## config.mk

```make
export PLATFORM = sky130hd
export DESIGN_NAME = clk_src_prediv_div
export DESIGN_NICKNAME = d
export VERILOG_FILES = /design/src/rtl/clkdiv_pkg.sv /design/src/rtl/clkdiv_rst_sync.sv /design/src/rtl/clkdiv_cfg_reg.sv /design/src/rtl/clkdiv_pre.sv /design/src/rtl/clkdiv_post.sv /design/src/rtl/clk_src_prediv_div.sv
export SDC_FILE = /design/constraint.sdc
export NUM_CORES = 1
export LEC_CHECK = 0
export CORE_MARGIN = 2
export CORE_UTILIZATION = 41
export CTS_CLUSTER_DIAMETER = 50
export DETAILED_ROUTE_END_ITERATION = 10
export PLACE_DENSITY_LB_ADDON = 0.2
export SLEW_MARGIN = 20
export SYNTH_ARGS = -nofsm -noshare
export SYNTH_HDL_FRONTEND = slang
export SYNTH_SLANG_ARGS = --single-unit
export TNS_END_PERCENT = 100
```

## constraint.sdc

```tcl
create_clock -name clk -period 1.5 [get_ports clk]
set_input_delay 0.375 -clock clk [delete_from_list [all_inputs] [get_ports clk]]
set_output_delay 0.375 -clock clk [all_outputs]
set_load 0.02 [all_outputs]
```

## src/rtl/clkdiv_pkg.sv

```systemverilog
package clkdiv_pkg;
  localparam int REG_W    = 32;
  localparam int NUM_SRC  = 4;
  localparam int SEL_W    = $clog2(NUM_SRC);
  localparam int PRE_W    = 5;
  localparam int POST_W   = 2;
  localparam int FAST_SRC = 3;
  localparam int SEL_LSB  = 16;
  localparam int PRE_LSB  = 8;
  localparam int POST_LSB = 4;

  typedef struct packed {
    logic [SEL_W-1:0]  sel;
    logic [PRE_W-1:0]  pre;
    logic [POST_W-1:0] post;
  } cfg_t;
endpackage

```

## src/rtl/clkdiv_rst_sync.sv

```systemverilog
module clkdiv_rst_sync #(
  parameter int STAGES = 2
) (
  input  logic clk,
  input  logic rst_n,
  output logic rst_q
);
  logic [STAGES-1:0] sync_q;
  logic [STAGES-1:0] sync_d;

  always_comb sync_d = {sync_q[STAGES-2:0], 1'b1};

  always_ff @(posedge clk or negedge rst_n) begin
    if (!rst_n) sync_q <= '0;
    else        sync_q <= sync_d;
  end

  assign rst_q = sync_q[STAGES-1];
endmodule

```

## src/rtl/clkdiv_cfg_reg.sv

```systemverilog
module clkdiv_cfg_reg #(
  parameter int W = 32
) (
  input  logic         clk,
  input  logic         rst_n,
  input  logic         wr_en,
  input  logic [W-1:0] wr_data,
  output logic [W-1:0] q
);
  logic [W-1:0] word_q;

  always_ff @(posedge clk or negedge rst_n) begin
    if (!rst_n)     word_q <= '0;
    else if (wr_en) word_q <= wr_data;
  end

  assign q = word_q;
endmodule

```

## src/rtl/clkdiv_pre.sv

```systemverilog
module clkdiv_pre #(
  parameter int W = 5
) (
  input  logic         clk,
  input  logic         rst_n,
  input  logic         step,
  input  logic [W-1:0] lim,
  output logic         wrap
);
  logic [W-1:0] cnt_q;
  logic [W-1:0] cnt_d;

  assign wrap = step && (cnt_q == lim);

  always_comb begin
    cnt_d = cnt_q;
    if (step) cnt_d = wrap ? '0 : cnt_q + 1'b1;
  end

  always_ff @(posedge clk or negedge rst_n) begin
    if (!rst_n)    cnt_q <= '0;
    else if (step) cnt_q <= cnt_d;
  end
endmodule

```

## src/rtl/clkdiv_post.sv

```systemverilog
module clkdiv_post #(
  parameter int W = 2
) (
  input  logic         clk,
  input  logic         rst_n,
  input  logic         step,
  input  logic [W-1:0] lim,
  input  logic [W-1:0] lim_nxt,
  output logic         wrap,
  output logic         tick,
  output logic         lvl
);
  localparam int HW = W + 1;

  logic [W-1:0]  cnt_q, cnt_d;
  logic [W-1:0]  lim_d;
  logic [HW-1:0] half;
  logic          lvl_q, lvl_d;
  logic          tick_q;

  assign wrap = step && (cnt_q == lim);

  always_comb begin
    cnt_d = cnt_q;
    if (step) cnt_d = wrap ? '0 : cnt_q + 1'b1;
    lim_d = wrap ? lim_nxt : lim;
    half  = ({1'b0, lim_d} + HW'(1)) >> 1;
    lvl_d = {1'b0, cnt_d} < half;
  end

  always_ff @(posedge clk or negedge rst_n) begin
    if (!rst_n) begin
      cnt_q  <= '0;
      lvl_q  <= 1'b0;
      tick_q <= 1'b0;
    end else begin
      if (step) cnt_q <= cnt_d;
      lvl_q  <= lvl_d;
      tick_q <= wrap;
    end
  end

  assign tick = tick_q;
  assign lvl  = lvl_q;
endmodule

```

## src/rtl/clk_src_prediv_div.sv

```systemverilog
module clk_src_prediv_div
  import clkdiv_pkg::*;
(
  input  logic             clk,
  input  logic             rst_n,
  input  logic             wr_en,
  input  logic [REG_W-1:0] wr_data,
  output logic [REG_W-1:0] rd_data,
  input  logic [NUM_SRC-1:0] src_en,
  output logic             out_tick,
  output logic             out_lvl
);
  logic             rst_q;
  logic [REG_W-1:0] cfg_q;
  cfg_t             cfg_new;
  cfg_t             act_cfg, act_d;
  logic             sel_en;
  logic [PRE_W-1:0] pre_lim;
  logic             pre_wrap;
  logic             post_wrap;

  clkdiv_rst_sync #(.STAGES(2)) u_rst (
    .clk(clk), .rst_n(rst_n), .rst_q(rst_q)
  );

  clkdiv_cfg_reg #(.W(REG_W)) u_cfg (
    .clk(clk), .rst_n(rst_q), .wr_en(wr_en), .wr_data(wr_data), .q(cfg_q)
  );

  assign rd_data = cfg_q;

  always_comb begin
    cfg_new.sel  = cfg_q[SEL_LSB  +: SEL_W];
    cfg_new.pre  = cfg_q[PRE_LSB  +: PRE_W];
    cfg_new.post = cfg_q[POST_LSB +: POST_W];
  end

  // staged settings load only when an output period completes
  always_comb act_d = post_wrap ? cfg_new : act_cfg;

  always_ff @(posedge clk or negedge rst_q) begin
    if (!rst_q) act_cfg <= '0;
    else        act_cfg <= act_d;
  end

  always_comb begin
    sel_en  = src_en[act_cfg.sel];
    pre_lim = (act_cfg.sel == SEL_W'(FAST_SRC)) ? act_cfg.pre : '0;
  end

  clkdiv_pre #(.W(PRE_W)) u_pre (
    .clk(clk), .rst_n(rst_q), .step(sel_en), .lim(pre_lim), .wrap(pre_wrap)
  );

  clkdiv_post #(.W(POST_W)) u_post (
    .clk(clk), .rst_n(rst_q), .step(pre_wrap), .lim(act_cfg.post),
    .lim_nxt(cfg_new.post), .wrap(post_wrap), .tick(out_tick), .lvl(out_lvl)
  );
endmodule

```

Word level (Yosys, flattened, before mapping)
Index checks and enable logic that the tools add are counted.
{"block": "op_classes", "n_addsub": 3, "n_lt_le_gt_ge": 2, "n_eq_ne": 3, "mux": 7, "n_reduce_logical": 2}
{"op": "$mux 5", "n": 2}
{"op": "$mux 2", "n": 3}
{"op": "$add 5x1->5 const B", "n": 1}
{"op": "$eq 5x5->1", "n": 1}
{"op": "$add 2x1->3 const B", "n": 1}
{"op": "$lt 2x3->1 const B", "n": 1}
{"op": "$add 2x1->2 const B", "n": 1}
{"op": "$bmux 1 s2", "n": 1}
{"op": "$eq 2x2->1", "n": 1}
{"op": "$eq 2x2->1 const B", "n": 1}
{"op": "$logic_and 1x1->1", "n": 2}
{"op": "$lt 2x2->1", "n": 1}
{"op": "$mux 1", "n": 1}
{"block": "word_totals", "register_bits": 52, "input_bits": 39, "output_inout_bits": 34, "wordCells": 26}

Longest topological paths before layout
{"block": "logic_depth", "word_depth": 8, "ltp_mapped": 13, "ltp_nobuf": 12}

Hierarchy
Synthesis repeated with hierarchy kept, for this count alone.
{"block": "unflattened", "hier_cells": 162, "area_unflattened_um2": 2427.3}
{"mod": "clkdiv_cfg_reg", "instances": 1, "cells_per_inst": 68, "area_each_um2": 1345.0}
{"mod": "clk_src_prediv_div", "instances": 1, "cells_per_inst": 25, "area_each_um2": 391.6}
{"mod": "clkdiv_post", "instances": 1, "cells_per_inst": 37, "area_each_um2": 329.1}
{"mod": "clkdiv_pre", "instances": 1, "cells_per_inst": 29, "area_each_um2": 307.8}
{"mod": "clkdiv_rst_sync", "instances": 1, "cells_per_inst": 3, "area_each_um2": 53.8}

Worst setup path before layout
No wires, ideal clock.
{"block": "synth_timing", "kind": "register to register", "from": "reg act_cfg[7] (netlist bit)", "to": "reg u_post.lvl_q (netlist: u_post.lvl)", "setup_ns": 0.065, "t_arrival_ns": 2.424, "required_ns": 1.435, "setup_slack_ns": -0.989, "stages_incl_launch_ff": 12, "path_buffers": 0, "synth_period_minus_slack_ns": 2.489, "cell_sequence": "dfrtp_1 -> mux4_2 -> o311a_4 -> nand3_4 -> inv_6 -> mux2_4 -> ha_1 -> inv_1 -> ha_1 -> nor2b_1 -> nand4_1 -> o211a_1"}
{"block": "synth_via", "elab_chain_len": 8, "elab_cells_between_ends": 12}
{"item": "start: declaration", "line_no": "clk_src_prediv_div.sv:16", "rtl": "cfg_t act_cfg, act_d;"}
{"item": "start signal: assignment", "line_no": "clk_src_prediv_div.sv:43", "rtl": "else act_cfg <= act_d;"}
{"item": "$eq 2x2->1", "line_no": "clk_src_prediv_div.sv:48", "rtl": "pre_lim = (act_cfg.sel == SEL_W'(FAST_SRC)) ? act_cfg.pre : '0;"}
{"item": "$mux 5", "line_no": "clk_src_prediv_div.sv:48"}
{"item": "$eq 5x5->1", "line_no": "clkdiv_pre.sv:13", "rtl": "assign wrap = step && (cnt_q == lim);"}
{"item": "$logic_and 1x1->1 (*)", "line_no": "clkdiv_pre.sv:13"}
{"item": "$logic_and 1x1->1 (*)", "line_no": "clkdiv_post.sv:21", "rtl": "assign wrap = step && (cnt_q == lim);"}
{"item": "net post_wrap", "line_no": "clk_src_prediv_div.sv:20", "rtl": "logic post_wrap;"}
{"item": "$mux 2, on equally long branches", "line_no": "clkdiv_post.sv:26, clkdiv_post.sv:25"}
{"item": "$add 2x1->3 or $mux 2 (tied branches)", "line_no": "clkdiv_post.sv:27, clkdiv_post.sv:25"}
{"item": "$lt 2x2->1 (*)", "line_no": "clkdiv_post.sv:28", "rtl": "lvl_d = {1'b0, cnt_d} < half;"}
{"item": "net u_post.lvl_d", "line_no": "clkdiv_post.sv:18", "rtl": "logic lvl_q, lvl_d;"}
{"item": "end signal: assignment", "line_no": "clkdiv_post.sv:38", "rtl": "lvl_q <= lvl_d;"}
{"item": "end: declaration", "line_no": "clkdiv_post.sv:18"}
The timed path passes the listed nets; every way through them passes the cells marked *. The select of a mux whose other input is x is not followed.
A chain may end at the register's enable or synchronous reset.

Worst setup path in the final report
{"block": "layout_timing", "from": "reg u_pre.cnt_q[2]", "to": "reg u_post.lvl_q (netlist: u_post.lvl)"}
{"block": "layout_via", "elab_chain_len": 6, "elab_cells_between_ends": 8}
{"item": "start: declaration", "line_no": "clkdiv_pre.sv:10", "rtl": "logic [W-1:0] cnt_q;"}
{"item": "start signal: assignment", "line_no": "clkdiv_pre.sv:22", "rtl": "else if (step) cnt_q <= cnt_d;"}
{"item": "$eq 5x5->1 (*)", "line_no": "clkdiv_pre.sv:13"}
{"item": "$logic_and 1x1->1 (*)", "line_no": "clkdiv_pre.sv:13"}
{"item": "$logic_and 1x1->1 (*)", "line_no": "clkdiv_post.sv:21"}
{"item": "net post_wrap", "line_no": "clk_src_prediv_div.sv:20"}
{"item": "$mux 2, on equally long branches", "line_no": "clkdiv_post.sv:26, clkdiv_post.sv:25"}
{"item": "$add 2x1->3 or $mux 2 (tied branches)", "line_no": "clkdiv_post.sv:27, clkdiv_post.sv:25"}
{"item": "$lt 2x2->1 (*)", "line_no": "clkdiv_post.sv:28"}
{"item": "net u_post.lvl_d", "line_no": "clkdiv_post.sv:18"}
The timed path passes the listed nets; every way through them passes the cells marked *.

==> flow_summary.ini <==
[status]
status = complete, but fails checks
violations = negative setup slack

[worst_setup_path]
r2r-start = u_pre.cnt_q[2]
path_class = flop to flop
required_ps = 1740
critPathMaxFanout = 6
critPathCaptureType = flop
startpoint_type = flop
crit_path_start = u_pre.cnt_q[2]
crit_arrival_ps = 2590

[yosys]
synth_edf_count = 0
synth_common_cells = dfrtp_1 (52), mux2_2 (34), mux2_4 (8)
synth.largest_area_cell = dfrtp_1
synth_most_common_cell = dfrtp_1
syn-num-nets = 199
synthesis.area_um2 = 2260
yosys_most_used_dff = dfrtp_1
synth_top_area_frac = 0.575
synthTopCellsByArea = dfrtp_1 (57%), mux2_2 (17%), mux2_4 (5.3%)
yosysSeqAreaShare = 0.575
synth-seq-cells = 52
synth_cell_types = 36
async_flop_share = 1.00
syn_inst = 157
avgSynthCellArea_um2 = 14.4
ys_warn_count = 0

[timing]
max_freq_mhz = 426
finClkSkew_ps = 11.0
finalMaxSlewViolations = 0
rsz0062_at_grt = yes
layout_min_cycle_time_ps = 2350
holdWs_ps = 216
hold_viol = 0
min_period_over_period = 1.56
setup_ws_ps = -847
finalSetupViolations = 18

[flow_run]
max_cap_violations = 0

[die]
die_w_um = 78.3
placementRows = 27
io_pins = 73
die_area_um2 = 6130
coreArea_um2 = 5410
start_util = 0.419
die_height_um = 78.3

[global_route]
grt_pass1_vias = 1693
grt_usage = 0.163
grt_pass1_wl_um = 7780
antenna_found_initial = 0
overflow = 0
grt_max_degree = 33

[clock_network]
numCtsBuffers = 5
clk_pin_slew_ps = 100
clock_path_buffers = 2
tritoncts = yes
cts.sinks = 52
cts_root_buffer = clkbuf_8
cts_hold_buffers = 0
htree_num_levels = 2
insertion_delay_ps = 300

[power]
power.density_nw_per_um2 = 1570
ir_drop_uv = 795
p_leak_nw = 1.54

[route]
drt_iter0_markers = 65
vias_per_cell = 4.75
wl_um = 4570
dr.pass1.iters = 3
via_count = 1586
drc = 0
ant_nets = 0
wl_per_cell_um = 13.7

[placed_design]
portBuffers = 72
post-dp-hpwl_um = 3410
gp_congestion = 0.780
dp_slack_ps = -1150

[worst_hold_path]
hold_class = input port to async pin

[finish]
n_antenna_cell = 0
final_core_util = 0.641
areaGrowthSynthToFinish_pct = 53.0
nets = 303
drive_gt1_frac = 0.397
==> per-stage QoR <==
| step | cell area [um2] | std cells | power, W | setup TNS (ps) |
|---|---|---|---|---|
| 4_1_cts | 3430 | 335 | 0.00538 | -6430 |
| 3_5_place_dp | 3320 | 324 | 0.00447 | -14090 |
| 6_report | 3460 | 334 | 0.00542 | -5540 |
| 3_3_place_gp | 3320 | 324 | 0.00440 | -13270 |
| 5_1_grt | 3460 | 334 | 0.00579 | -6550 |
| 2_1_floorplan | 2290 | 157 | 0.00340 | -3160 |
==> report_power, final <==
part / internal, W / switching (W)
logic: 0.00154 / 0.00107
registers: 0.00172 / 0.000277
clock network: 0.000335 / 0.000476
==> registers in the layout, summed over array words and instances (netlist names) <==
signal and cells:
u_rst.sync_q 2, act_cfg 9, u_pre.cnt_q 5, u_cfg.q 32
u_post.lvl 1, u_post.tick 1, u_post.cnt_q 2
==> layout by cell type, fill, tap and decap left out, types with 2 or more instances in the layout <==
cell type / count
nand2_1: 6
buf_4: 25
nand4_1: 3
dfrtp_2: 3
nand2b_1: 2
xnor2_1: 3
buf_6: 3
mux2_2: 32
buf_12: 3
xor2_1: 5
dfrtp_1: 49
nor2_1: 2
o211a_1: 2
nor2_4: 2
dlygate4sd2_1: 34
inv_6: 2
inv_1: 3
clkdlybuf4s50_1: 38
mux2_4: 10
ha_4: 2
clkbuf_8: 5
==> worst max-delay path, stage by stage (launching register included) <==
cell,delay (ps)
dfrtp_2,480
xor2_1,160
nor3_1,230
o311a_4,210
nand3_4,90
inv_6,90
mux2_4,310
ha_4,160
inv_2,50
ha_4,190
nor2b_1,120
nand4_1,60
o211a_1,130
==> final cells by class <==
class	instances	area [um2]
Fill cell	447	1940
Clock inverter	3	22.5
Clock buffer	5	68.8
Tap cell	72	90.1
Inverter	5	23.8
Multi-Input combinational cell	94	992
Timing Repair Buffer	103	960
Sequential cell	52	1310
==> what timing repair did <==
action | 4_1_cts | 5_1_grt
gates resized for setup | 43 | 12
buffers inserted | 3 | 3
pin swaps | 2 | 2
endpoints found under the setup margin | 52 | 18
gates cloned | 0 | 0
==> path summary, 6_finish.rpt <==
path | to | slack [ps] | cells past startpoint
setup / recovery | u_post.lvl | -850 | 12
hold / removal | u_rst.sync_q[0] | 220 | 1
setup reg to reg | u_post.lvl | -850 | 12
hold reg to reg | u_cfg.q[18] | 240 | 1
max in group asynchronous | u_post.lvl | 890 | 1
min in group clk | u_rst.sync_q[1] | 370 | 0
==> logic make-up after synthesis <==
logic type               count (synthesis)  synth area share
AND/OR/NAND/NOR                         27            0.0686
flip-flops                              52             0.575
XOR/XNOR                                 8            0.0310
buffers and inverters                   11            0.0243
multiplexers                            44             0.237
other                                    1           0.00166
AO/OA/AOI/OAI                           11            0.0464
adder cells (fa/ha/maj)                  3            0.0166
==> layer usage <==
metal  share of wire  GRT usage  wire length, um  vias up
met5               0          0                0        -
met4          0.0063     0.0368               29        0
met3           0.091     0.0874              417        2
met2            0.48      0.259             2210       44
met1            0.42      0.196             1910      781
li1                -          -                -      759
Power figures use the tool's default switching activity.
